<file path="src/rtl/pwt_pkg.sv">
package pwt_pkg;

  typedef enum logic [2:0] {
    MODE_HIGH = 3'b000,
    MODE_BOTH = 3'b001,
    MODE_LOW  = 3'b010,
    MODE_RISE = 3'b011,
    MODE_FALL = 3'b100
  } pwMode_e;

  typedef enum logic [1:0] {
    ST_IDLE  = 2'd0,
    ST_ARM   = 2'd1,
    ST_COUNT = 2'd2
  } pwState_e;

  // Strobes from control to datapath
  typedef struct packed {
    logic clrCnt;
    logic incCnt;
    logic capture;
  } pwStrobe_t;

  // Undefined codes fall back to the high-phase mode
  function automatic pwMode_e decodeMode(input logic [2:0] code);
    case (code)
      3'b001:  return MODE_BOTH;
      3'b010:  return MODE_LOW;
      3'b011:  return MODE_RISE;
      3'b100:  return MODE_FALL;
      default: return MODE_HIGH;
    endcase
  endfunction

endpackage

</file>
<file path="src/rtl/pwt_edge_det.sv">
module pwt_edge_det (
  input  logic clk,
  input  logic rstN,
  input  logic sigIn,
  output logic riseEdge,
  output logic fallEdge
);
  logic prevQ;

  always_ff @(posedge clk or negedge rstN) begin
    if (!rstN) prevQ <= 1'b0;
    else       prevQ <= sigIn;
  end

  assign riseEdge = sigIn & ~prevQ;
  assign fallEdge = ~sigIn & prevQ;
endmodule

</file>
<file path="src/rtl/pwt_ctrl.sv">
module pwt_ctrl
  import pwt_pkg::*;
(
  input  logic      clk,
  input  logic      rstN,
  input  logic      enable,
  input  logic [2:0] modeSel,
  input  logic      riseEdge,
  input  logic      fallEdge,
  input  logic      tickEn,
  output pwStrobe_t strobe
);
  pwState_e stateQ, stateD;
  pwMode_e  modeQ, modeD;

  logic openHit, closeHit, restartCnt, keepRunning;

  // Which edges open and close a measurement in the latched mode
  always_comb begin
    openHit     = 1'b0;
    closeHit    = 1'b0;
    restartCnt  = 1'b0;
    keepRunning = 1'b0;
    case (modeQ)
      MODE_LOW: begin
        openHit  = fallEdge;
        closeHit = riseEdge;
      end
      MODE_RISE: begin
        openHit     = riseEdge;
        closeHit    = riseEdge;
        restartCnt  = 1'b1;
        keepRunning = 1'b1;
      end
      MODE_FALL: begin
        openHit     = fallEdge;
        closeHit    = fallEdge;
        restartCnt  = 1'b1;
        keepRunning = 1'b1;
      end
      MODE_BOTH: begin
        openHit     = riseEdge;
        closeHit    = riseEdge | fallEdge;
        restartCnt  = riseEdge;
        keepRunning = 1'b1;
      end
      default: begin
        openHit  = riseEdge;
        closeHit = fallEdge;
      end
    endcase
  end

  always_comb begin
    stateD = stateQ;
    modeD  = modeQ;
    strobe = '0;
    if (!enable) begin
      stateD = ST_IDLE;
    end else begin
      case (stateQ)
        ST_IDLE: begin
          stateD = ST_ARM;
          modeD  = decodeMode(modeSel);
        end
        ST_ARM: begin
          if (openHit) begin
            strobe.clrCnt = 1'b1;
            stateD        = ST_COUNT;
          end
        end
        ST_COUNT: begin
          if (closeHit) begin
            strobe.capture = 1'b1;
            if (restartCnt)       strobe.clrCnt = 1'b1;
            else if (keepRunning) strobe.incCnt = tickEn;
            else                  stateD        = ST_ARM;
          end else begin
            strobe.incCnt = tickEn;
          end
        end
        default: stateD = ST_IDLE;
      endcase
    end
  end

  always_ff @(posedge clk or negedge rstN) begin
    if (!rstN) begin
      stateQ <= ST_IDLE;
      modeQ  <= MODE_HIGH;
    end else begin
      stateQ <= stateD;
      modeQ  <= modeD;
    end
  end
endmodule

</file>
<file path="src/rtl/pwt_datapath.sv">
module pwt_datapath
  import pwt_pkg::*;
#(
  parameter int CNT_W = 16
) (
  input  logic             clk,
  input  logic             rstN,
  input  pwStrobe_t        strobe,
  input  logic             overflowClr,
  output logic [CNT_W-1:0] widthOut,
  output logic             widthValid,
  output logic             overflowFlag
);
  localparam logic [CNT_W-1:0] CNT_MAX = {CNT_W{1'b1}};

  logic [CNT_W-1:0] cntQ;
  logic             wrapHit;

  assign wrapHit = strobe.incCnt && (cntQ == CNT_MAX);

  always_ff @(posedge clk or negedge rstN) begin
    if (!rstN)              cntQ <= '0;
    else if (strobe.clrCnt) cntQ <= '0;
    else if (strobe.incCnt) cntQ <= cntQ + 1'b1;
  end

  always_ff @(posedge clk or negedge rstN) begin
    if (!rstN) begin
      widthOut   <= '0;
      widthValid <= 1'b0;
    end else begin
      widthValid <= strobe.capture;
      if (strobe.capture) widthOut <= cntQ;
    end
  end

  always_ff @(posedge clk or negedge rstN) begin
    if (!rstN)            overflowFlag <= 1'b0;
    else if (wrapHit)     overflowFlag <= 1'b1;
    else if (overflowClr) overflowFlag <= 1'b0;
  end
endmodule

</file>
<file path="src/rtl/pulse_width_timer.sv">
module pulse_width_timer
  import pwt_pkg::*;
#(
  parameter int CNT_W = 16
) (
  input  logic             clk,
  input  logic             rstN,
  input  logic             enable,
  input  logic [2:0]       modeSel,
  input  logic             pulseIn,
  input  logic             tickEn,
  input  logic             overflowClr,
  output logic [CNT_W-1:0] widthOut,
  output logic             widthValid,
  output logic             overflowFlag
);
  logic      riseEdge, fallEdge;
  pwStrobe_t strobe;

  pwt_edge_det u_edge (
    .clk      (clk),
    .rstN     (rstN),
    .sigIn    (pulseIn),
    .riseEdge (riseEdge),
    .fallEdge (fallEdge)
  );

  pwt_ctrl u_ctrl (
    .clk      (clk),
    .rstN     (rstN),
    .enable   (enable),
    .modeSel  (modeSel),
    .riseEdge (riseEdge),
    .fallEdge (fallEdge),
    .tickEn   (tickEn),
    .strobe   (strobe)
  );

  pwt_datapath #(.CNT_W(CNT_W)) u_dp (
    .clk          (clk),
    .rstN         (rstN),
    .strobe       (strobe),
    .overflowClr  (overflowClr),
    .widthOut     (widthOut),
    .widthValid   (widthValid),
    .overflowFlag (overflowFlag)
  );
endmodule

</file>
<file path="config.mk">
export PLATFORM = sky130hd
export DESIGN_NAME = pulse_width_timer
export DESIGN_NICKNAME = d
export VERILOG_FILES = /design/src/rtl/pwt_pkg.sv /design/src/rtl/pwt_edge_det.sv /design/src/rtl/pwt_ctrl.sv /design/src/rtl/pwt_datapath.sv /design/src/rtl/pulse_width_timer.sv
export SDC_FILE = /design/constraint.sdc
export NUM_CORES = 1
export LEC_CHECK = 0
export BUFFER_PORTS_ARGS = -buffer_cell sky130_fd_sc_hd__buf_2
export CORE_UTILIZATION = 50
export DETAILED_ROUTE_END_ITERATION = 10
export GPL_TIMING_DRIVEN = 0
export PLACE_DENSITY = 0.83
export SLEW_MARGIN = 40
export SYNTH_ARGS = -nofsm -noshare
export SYNTH_HDL_FRONTEND = slang
export SYNTH_HIERARCHICAL = 1
export SYNTH_SLANG_ARGS = --single-unit
</file>
<file path="constraint.sdc">
create_clock -name clk -period 5.1 [get_ports clk]
set_clock_uncertainty 0.1 [all_clocks]
set_input_delay 0.765 -clock clk [delete_from_list [all_inputs] [get_ports clk]]
set_output_delay 0.765 -clock clk [all_outputs]
set_load 0.005 [all_outputs]
</file>
==> summary.md, run 1 <==
| Metric | Value |
|---|---|
| Slowest stage cell, crit path | sky130_fd_sc_hd__mux2_2 |
| Total length of routed wires | 3400 um |
| Port-buffer cells | 26 |
| Area share of the largest cell type after synthesis | 0.5125 |
| Slew of the pin with the lowest slew margin | 479.2 ps |
| Root buffer cell | sky130_fd_sc_hd__clkbuf_8 |
| Wire length of the first global-routing pass | 5782 um |
| Avg Inst Size Synth | 10.91 um^2 |
| Worst EP arrival | 2860 ps |
| Crit Path Class | in -> reg |
| Count of state elements after synthesis | 40 |
| Overall die width | 64.50 um |
| Maximum number of pins on one net before global-route repair | 41 |
| Total of cells resized after clock tree synthesis | 0 |
| Worst min-delay path category | in -> async |
| Placeable core region | 3716 um^2 |
| DRC violations left | 0 |
| Number of levels in the clock H-tree | 2 |
| Total area of multi-input combinational cells | 884.6 um^2 |
| Final antenna-violating net count | 0 |
| Fraction of registers with async set/reset | 1.000 |
| Syn Std Cell Area | 1953 um^2 |
| Weighted congestion at the end of routability-driven global placement | 0.8784 |
| Maximum clock frequency | 0.3605 GHz |
| Post-detailed-placement half-perimeter wirelength | 2451 um |
| Length of the first detailed-routing pass in iterations | 4 |
| Tmin final | 2774 ps |
| Grt ovf | 0 |
| Row Count | 22 |
| Vias per cell | 5.307 |
| Number of fillers in the final layout | 316 |
| Aggregate global-route resource usage | 0.1814 |
| Number of buffers added to fix hold violations after cts | 0 |
| Clock latency at the later pin of the worst-skew pair | 290 ps |
| Flip-flop cell with the highest count after synthesis | sky130_fd_sc_hd__dfrtp_1 |
| Sequential cell area fraction in the yosys report | 0.5125 |
| Worst vdd ir | 0.2045 mV |
| Finish-stage setup viols | 0 |
| Routed wire length per instance | 13.03 um |
| Count of different cell masters after synthesis | 39 |
| Vertical extent of the die | 64.50 um |
| Share of cells above drive strength 1 | 0.3005 |
| Diodes inserted | 0 |
| DR iter-0 viols | 78 |
| RSZ-0062 raised after global routing | false |
| Number of warnings reported in the yosys synthesis log | 6 |
| Cells taking the most area after synthesis | sky130_fd_sc_hd__dfrtp_1, sky130_fd_sc_hd__mux2_2, sky130_fd_sc_hd__nor2_1, sky130_fd_sc_hd__ha_1, sky130_fd_sc_hd__nand2_1 |
| Post-layout net count | 226 |
| Final Hold Vio Count | 0 |
| Critical path, cell by cell | buf_2, and2b_2, inv_1, o31ai_1, a22oi_1, nor2_1, clkbuf_8, o2111ai_2, nor4_1, mux2_2 |
| Count of boundary I/O pins | 27 |
| Via count of the first global-routing pass | 1361 |
| Synth Instances | 179 |
| Slowest Stage Delay on Critical Path | 380 ps |
| Maximum fanout along the worst path | 10 |
| Setup crit start kind | input pin |
| Clock transition at path regs | 80 ps |
| Slew Limit Fails | 0 |
| Data required time of the worst path | 5180 ps |
| Cell accounting for the most synthesized area | sky130_fd_sc_hd__dfrtp_1 |
| Initial antenna violation count | 0 |
| Clk sink count | 40 |
| Max-cap violations | 0 |
| Area delta synth->final | 14.86% |
| Ratio of final minimum period to clock period | 0.5439 |
| Result of the run | completed |
| Post-CTS setup buffer count | 0 |
| Hold Slack | 326.3 ps |
| Synthesized netlist net count | 193 |
| Vias after detailed routing | 1385 |
| Starting Density | 0.5256 |
| Category of the worst setup path capture point | flip-flop |
| CTS tree | yes |
| Leakage | 1.111 nW |
| Die Outline Area | 4160 um^2 |
| Relative max-transition margin | 0.6805 |
| Register cell area after layout | 1001 um^2 |
| Pwr/cell area | 334.6 nW/um^2 |
| Clock tree buffer depth | 2 |
| Final TNS setup | 0 ps |
| Num CTS Buffers | 5 |
| Number of flops mapped to enable cells by yosys | 0 |
[synthesized netlist by cell type, types with 2 or more instances]
master                     instances
sky130_fd_sc_hd__xnor2_1           5
sky130_fd_sc_hd__clkbuf_1          2
sky130_fd_sc_hd__and2_1            2
sky130_fd_sc_hd__or3_1             3
sky130_fd_sc_hd__nand3_1           8
sky130_fd_sc_hd__buf_2             4
sky130_fd_sc_hd__mux2_2           18
sky130_fd_sc_hd__nor4_1            2
sky130_fd_sc_hd__xor2_1            6
sky130_fd_sc_hd__o311a_1           2
sky130_fd_sc_hd__nand2_1          16
sky130_fd_sc_hd__nand4_1           3
sky130_fd_sc_hd__o21ai_0           5
sky130_fd_sc_hd__o21ai_1           4
sky130_fd_sc_hd__ha_1              5
sky130_fd_sc_hd__inv_1             7
sky130_fd_sc_hd__nor2_1           17
sky130_fd_sc_hd__o31ai_1           2
sky130_fd_sc_hd__a21oi_1           5
sky130_fd_sc_hd__nor2b_1           3
sky130_fd_sc_hd__dfrtp_1          40
sky130_fd_sc_hd__nand2b_1          2
sky130_fd_sc_hd__nor3_1            2
[power by group]
part | internal, mW | leakage, nW | switching, mW
Sequential | 0.344 | 0.550 | 0.0283
Clock | 0.109 | 0.0434 | 0.111
Combinational | 0.0678 | 0.517 | 0.0901
Total | 0.521 | 1.11 | 0.230
[state kept, by name (all words and copies together) (netlist names)]
name and count:
u_edge/prevQ 1, u_ctrl/modeQ 3, u_dp/widthOut 16, u_dp/cntQ 16
u_dp/widthValid 1, u_ctrl/stateQ 2, u_dp/overflowFlag 1
[worst max-delay path, delay by kind of cell]
family / cells / cell delay, ps
buffers and inverters: 3 / 370
multiplexers: 1 / 380
AND/OR/NAND/NOR: 3 / 760
AO/OA/AOI/OAI: 3 / 590
[logic make-up (layout without fill, tap and decap cells)]
group,Yosys count,count (layout),share of synthesized area
buffers and inverters,14,48,0.03460
xor gates and xnor gates,11,11,0.04933
AOI/OAI and AO/OA,25,25,0.09224
muxes,19,19,0.1089
DFF,40,40,0.5125
adders and majority gates,5,5,0.03203
and+or+nand+nor,65,65,0.1704
[stage by stage]
step | utilization | total power [mW] | std cells | setup WS [ps] | cell area [um^2]
finish | 0.6037 | 0.7506 | 261 | 2326 | 2243
CTS | 0.6037 | 0.7583 | 261 | 2326 | 2243
floorplan | - | 0.4903 | 179 | 2420 | 1953
detailed placement | 0.5774 | 0.5357 | 253 | 2053 | 2146
global placement | 0.5768 | 0.5256 | 253 | 2092 | 2143
global route | 0.6037 | 0.7954 | 261 | 2212 | 2243
[cell type report]
class                   instances  share of cell area
flip-flops and latches         40              0.4462
multi-input cells             125              0.3943
repair buffers                 26             0.05912
clock buffers                   6             0.03681
well taps                      48             0.02677
plain buffers                   7             0.01840
inverters                       7             0.01171
clock inverters                 2            0.006693
[final timing paths]
path,slack (ps),depth (start not counted),end,startpoint
setup / recovery,2330,10,u_dp/cntQ[12],pulseIn
hold / removal,330,1,u_dp/widthOut[10],rstN
setup reg to reg,2500,10,u_dp/cntQ[12],u_ctrl/modeQ[2]
hold reg to reg,400,1,u_dp/widthOut[13],u_dp/widthOut[13]
max in group asynchronous,4230,1,u_dp/widthOut[3],rstN
min in group clk,400,1,u_dp/widthOut[13],u_dp/widthOut[13]
[metal layers]
metal	GRT usage	part of all wire	routed length [um]
met1	0.2244	0.48	1639
met2	0.2947	0.46	1570
met3	0.05458	0.040	136
met4	0.07500	0.016	53
met5	0	0	0
[placed cells by master (no fill, tap or decap), drive strengths merged, types with 2 or more instances in the layout]
cell type / Yosys / final
dfrtp: 40 / 40
buf: 4 / 30
mux2: 18 / 18
nor2: 17 / 17
nand2: 16 / 16
clkbuf: 3 / 9
o21ai: 9 / 9
nand3: 8 / 8
inv: 7 / 7
xor2: 6 / 6
a21oi: 5 / 5
xnor2: 5 / 5
ha: 5 / 5
or3: 5 / 5
nand4: 4 / 4
nor2b: 3 / 3
clkinvlp: 0 / 2
o31ai: 2 / 2
o311a: 2 / 2
nand2b: 2 / 2
nor4: 2 / 2
and2: 2 / 2
nor3: 2 / 2
(Power assumes the default switching activity.)
==> run 2: changes to the inputs <==
--- a/config.mk
+++ b/config.mk
@@ -5,6 +5,7 @@
 export SDC_FILE = /design/constraint.sdc
 export NUM_CORES = 1
 export LEC_CHECK = 0
+export ABC_AREA = 1
 export BUFFER_PORTS_ARGS = -buffer_cell sky130_fd_sc_hd__buf_2
 export CORE_UTILIZATION = 50
 export DETAILED_ROUTE_END_ITERATION = 10
==> constraint.sdc (replaced) <==
create_clock -name clk -period 2.8 [get_ports clk]
set_clock_uncertainty 0.1 [all_clocks]
set_input_delay 0.42 -clock clk [delete_from_list [all_inputs] [get_ports clk]]
set_output_delay 0.42 -clock clk [all_outputs]
set_load 0.005 [all_outputs]
==> run 2 against run 1 <==
Net effect:
- the run now ends with negative hold slack left
- core utilization fell by 0.85 points
- flip-flop and latch count is the same
- critical endpoint is now u_dp/cntQ[14]
- largest power group unchanged
- critical path depth rose by 4
- count of clock-buffer cells in the layout shrank 1
- via count up 19%
- clock power increased by 110%
==> summary.md, run 2 <==
| Metric | Value |
|---|---|
| Result of the run | finished, violations left |
| Failing checks | negative hold slack |
| CTS tree | yes |
| Cell total after placement | 326 |
| Number of flops mapped to enable cells by yosys | 0 |
| Reg2Reg Capture Point | u_dp/cntQ[14] |
| Final TNS setup | 0 ps |
| Synth Instances | 250 |
| Area delta synth->final | 14.98% |
| Area of placed instances | 2266 um^2 |
| Category of the worst setup path capture point | flip-flop |
| Most frequent cell after synthesis | sky130_fd_sc_hd__nand2_1 |
| Weighted congestion at the end of routability-driven global placement | 0.8397 |
| Adder-cell area share of the yosys netlist | 0.03021 |
| Sequential cell area fraction in the yosys report | 0.4834 |
| Vias per cell | 4.934 |
| Worst Slack Setup Final | 393.4 ps |
| Most used cells in the layout excluding fill and tap cells | sky130_fd_sc_hd__nand2_1, sky130_fd_sc_hd__nor2_1, sky130_fd_sc_hd__dfrtp_1 |
| Number of buffers added to fix hold violations after cts | 0 |
| Cell type with the highest occurrence count on the critical path | sky130_fd_sc_hd__nor2_1 |
| Die Outline Area | 4403 um^2 |
| Dpl ws | 246.6 ps |
| Crit Path Class | reg -> reg |
| Placeable core region | 4000 um^2 |
| Length of the first detailed-routing pass in iterations | 4 |
| Largest family of logic cells by synthesized area | simple AND/OR/NAND/NOR gates |
| Fraction of registers with async set/reset | 1.000 |
| Top cells by count, synth | sky130_fd_sc_hd__nand2_1, sky130_fd_sc_hd__nor2_1, sky130_fd_sc_hd__dfrtp_1 |
| Syn Std Cell Area | 2071 um^2 |
| Initial antenna violation count | 0 |
| Via count of the first global-routing pass | 1446 |
| Worst min-delay path category | in -> async |
| Post-layout net count | 297 |
| Synthesized netlist net count | 264 |
| Total area of multi-input combinational cells | 948.4 um^2 |
| Clock transition at path regs | 80 ps |
| Pwr/cell area | 731.4 nW/um^2 |
| Register cell area after layout | 1001 um^2 |
| Diodes inserted | 0 |
| Most common cell after layout, fill and taps aside | sky130_fd_sc_hd__nand2_1 |
| Simple-gate share of the synthesized area | 0.3100 |
| Slowest stage cell, crit path | sky130_fd_sc_hd__a21oi_1 |
| Overall die width | 66.36 um |
| RSZ-0062 raised after global routing | false |
| Final Hold Vio Count | 21 |
| Count of buffer and inverter cells on the critical path | 2 |
| Number of cells on the worst reg-to-reg path | 14 |
| Finish-stage setup viols | 0 |
| Starting Density | 0.5177 |
| Relative max-transition margin | 0.5965 |
| Total length of routed wires | 3830 um |
| Count of boundary I/O pins | 27 |
| Avg Inst Size Synth | 8.283 um^2 |
| Cell type group with the largest total delay on the critical path | simple AND/OR/NAND/NOR gates |
| Final cell count without fillers | 334 |
| Worst EP arrival | 2500 ps |
| Post-detailed-placement half-perimeter wirelength | 2859 um |
| Data required time of the worst path | 2890 ps |
| Setup crit start kind | flip-flop |
| Leakage | 1.227 nW |
| Slowest Stage Delay on Critical Path | 440 ps |
| Post-layout instance area | 2381 um^2 |
| Number of fillers in the final layout | 340 |
| Num CTS Buffers | 5 |
| Row Count | 23 |
| Synth Area in Compound Gates | 0.06465 |
| Area share of the largest cell type after synthesis | 0.4834 |
| Critical path, cell by cell | nor2_1, inv_1, nor2_1, nand2_2, nand2_2, nand3_1, a21oi_1, nor2_2, nor2_4, nand2_1, clkinv_1, nand3_1, nand2_1, nor2_1 |
| Number of warnings reported in the yosys synthesis log | 6 |
| Largest registers | u_dp/cntQ x16, u_dp/widthOut x16, u_ctrl/modeQ x3 |
| Aggregate global-route resource usage | 0.1948 |
| Share of cells above drive strength 1 | 0.2465 |
| Total of cells resized after clock tree synthesis | 0 |
| Worst vdd ir | 0.4959 mV |
| DRC violations left | 0 |
| Wire length of the first global-routing pass | 6389 um |
| Routed wire length per instance | 11.47 um |
| Port-buffer cells | 26 |
| Cell accounting for the most synthesized area | sky130_fd_sc_hd__dfrtp_1 |
| Post-CTS setup buffer count | 0 |
| Startpoint of the lowest-slack register-to-register path | u_edge/prevQ |
| Cells taking the most area after synthesis | sky130_fd_sc_hd__dfrtp_1, sky130_fd_sc_hd__nand2_1, sky130_fd_sc_hd__nor2_1, sky130_fd_sc_hd__mux2_2, sky130_fd_sc_hd__inv_1 |
| Maximum number of pins on one net before global-route repair | 41 |
| Clock latency at the later pin of the worst-skew pair | 290 ps |
| Vertical extent of the die | 66.36 um |
| Slew of the pin with the lowest slew margin | 605.3 ps |
| Mux contribution to synthesized area | 0.04894 |
| Vias after detailed routing | 1648 |
| Count of different cell masters after synthesis | 25 |
| Flip-flop cell with the highest count after synthesis | sky130_fd_sc_hd__dfrtp_1 |
| Ratio of final minimum period to clock period | 0.8595 |
| R2r setup slk | 390 ps |
| XOR/XNOR share of the synthesized area | 0.004230 |
| Clock tree buffer depth | 2 |
| Maximum fanout along the worst path | 5 |
| DR iter-0 viols | 104 |
| Hold Slack | -17.97 ps |
| Clk sink count | 40 |
| Maximum clock frequency | 0.4155 GHz |
| Final antenna-violating net count | 0 |
| Count of state elements after synthesis | 40 |
| Max-cap violations | 0 |
| Grt ovf | 0 |
| Tmin final | 2407 ps |
| Number of levels in the clock H-tree | 2 |
| Slew Limit Fails | 0 |
| Root buffer cell | sky130_fd_sc_hd__clkbuf_8 |
==> run 2: cell types whose count changed in the layout (fill, tap and decap cells not counted), moves of 9 or more <==
cell	before	now
sky130_fd_sc_hd__nand2_2	0	13
sky130_fd_sc_hd__nor2_1	17	41
sky130_fd_sc_hd__a21oi_1	5	17
sky130_fd_sc_hd__mux2_2	18	9
sky130_fd_sc_hd__inv_1	7	24
sky130_fd_sc_hd__nand2_1	16	51
==> run 2: cell type report <==
type / instances / share of cell area
clock inverters: 3 / 0.01944
repair buffers: 26 / 0.05570
flip-flops and latches: 40 / 0.4204
inverters: 28 / 0.04414
well taps: 50 / 0.02627
plain buffers: 3 / 0.006831
clock buffers: 5 / 0.02890
multi-input cells: 179 / 0.3983
==> run 2: report_power, final <==
group / switching, mW / internal, mW
Sequential: 0.109 / 0.705
Clock: 0.204 / 0.268
Combinational: 0.271 / 0.184
==> run 2: cell families after synthesis <==
kind of cell	count (synthesis)
and+or+nand+nor	138
DFF	40
buffers and inverters	31
AOI/OAI and AO/OA	26
muxes	9
adders and majority gates	5
xor gates and xnor gates	1
==> run 2: through the flow <==
step,total power [mW],hold WS (ps),utilization
after floorplan,1.128,24.41,-
after global placement,1.262,385.2,0.5658
after detailed placement,1.282,321.7,0.5665
after CTS,1.754,1.022,0.5952
after global routing,1.873,23.42,0.5952
final,1.742,-17.97,0.5952
==> run 2: worst max-delay path by stage <==
stage / startpoint / to / slack [ps] / depth (start not counted)
floorplan: pulseIn / u_dp/cntQ[10] / 700 / 15
global placement: pulseIn / u_dp/cntQ[12] / 300 / 16
finish: u_edge/prevQ / u_dp/cntQ[14] / 390 / 14
detailed placement: pulseIn / u_dp/cntQ[10] / 250 / 16
CTS: u_edge/prevQ / u_dp/cntQ[10] / 410 / 14
global route: u_edge/prevQ / u_dp/cntQ[10] / 160 / 14
==> run 2: routing by layer <==
layer	global-route usage	share of wire
met3	0.03103	0.038
met5	0	0
met2	0.2972	0.44
met4	0.08777	0.017
met1	0.2706	0.50
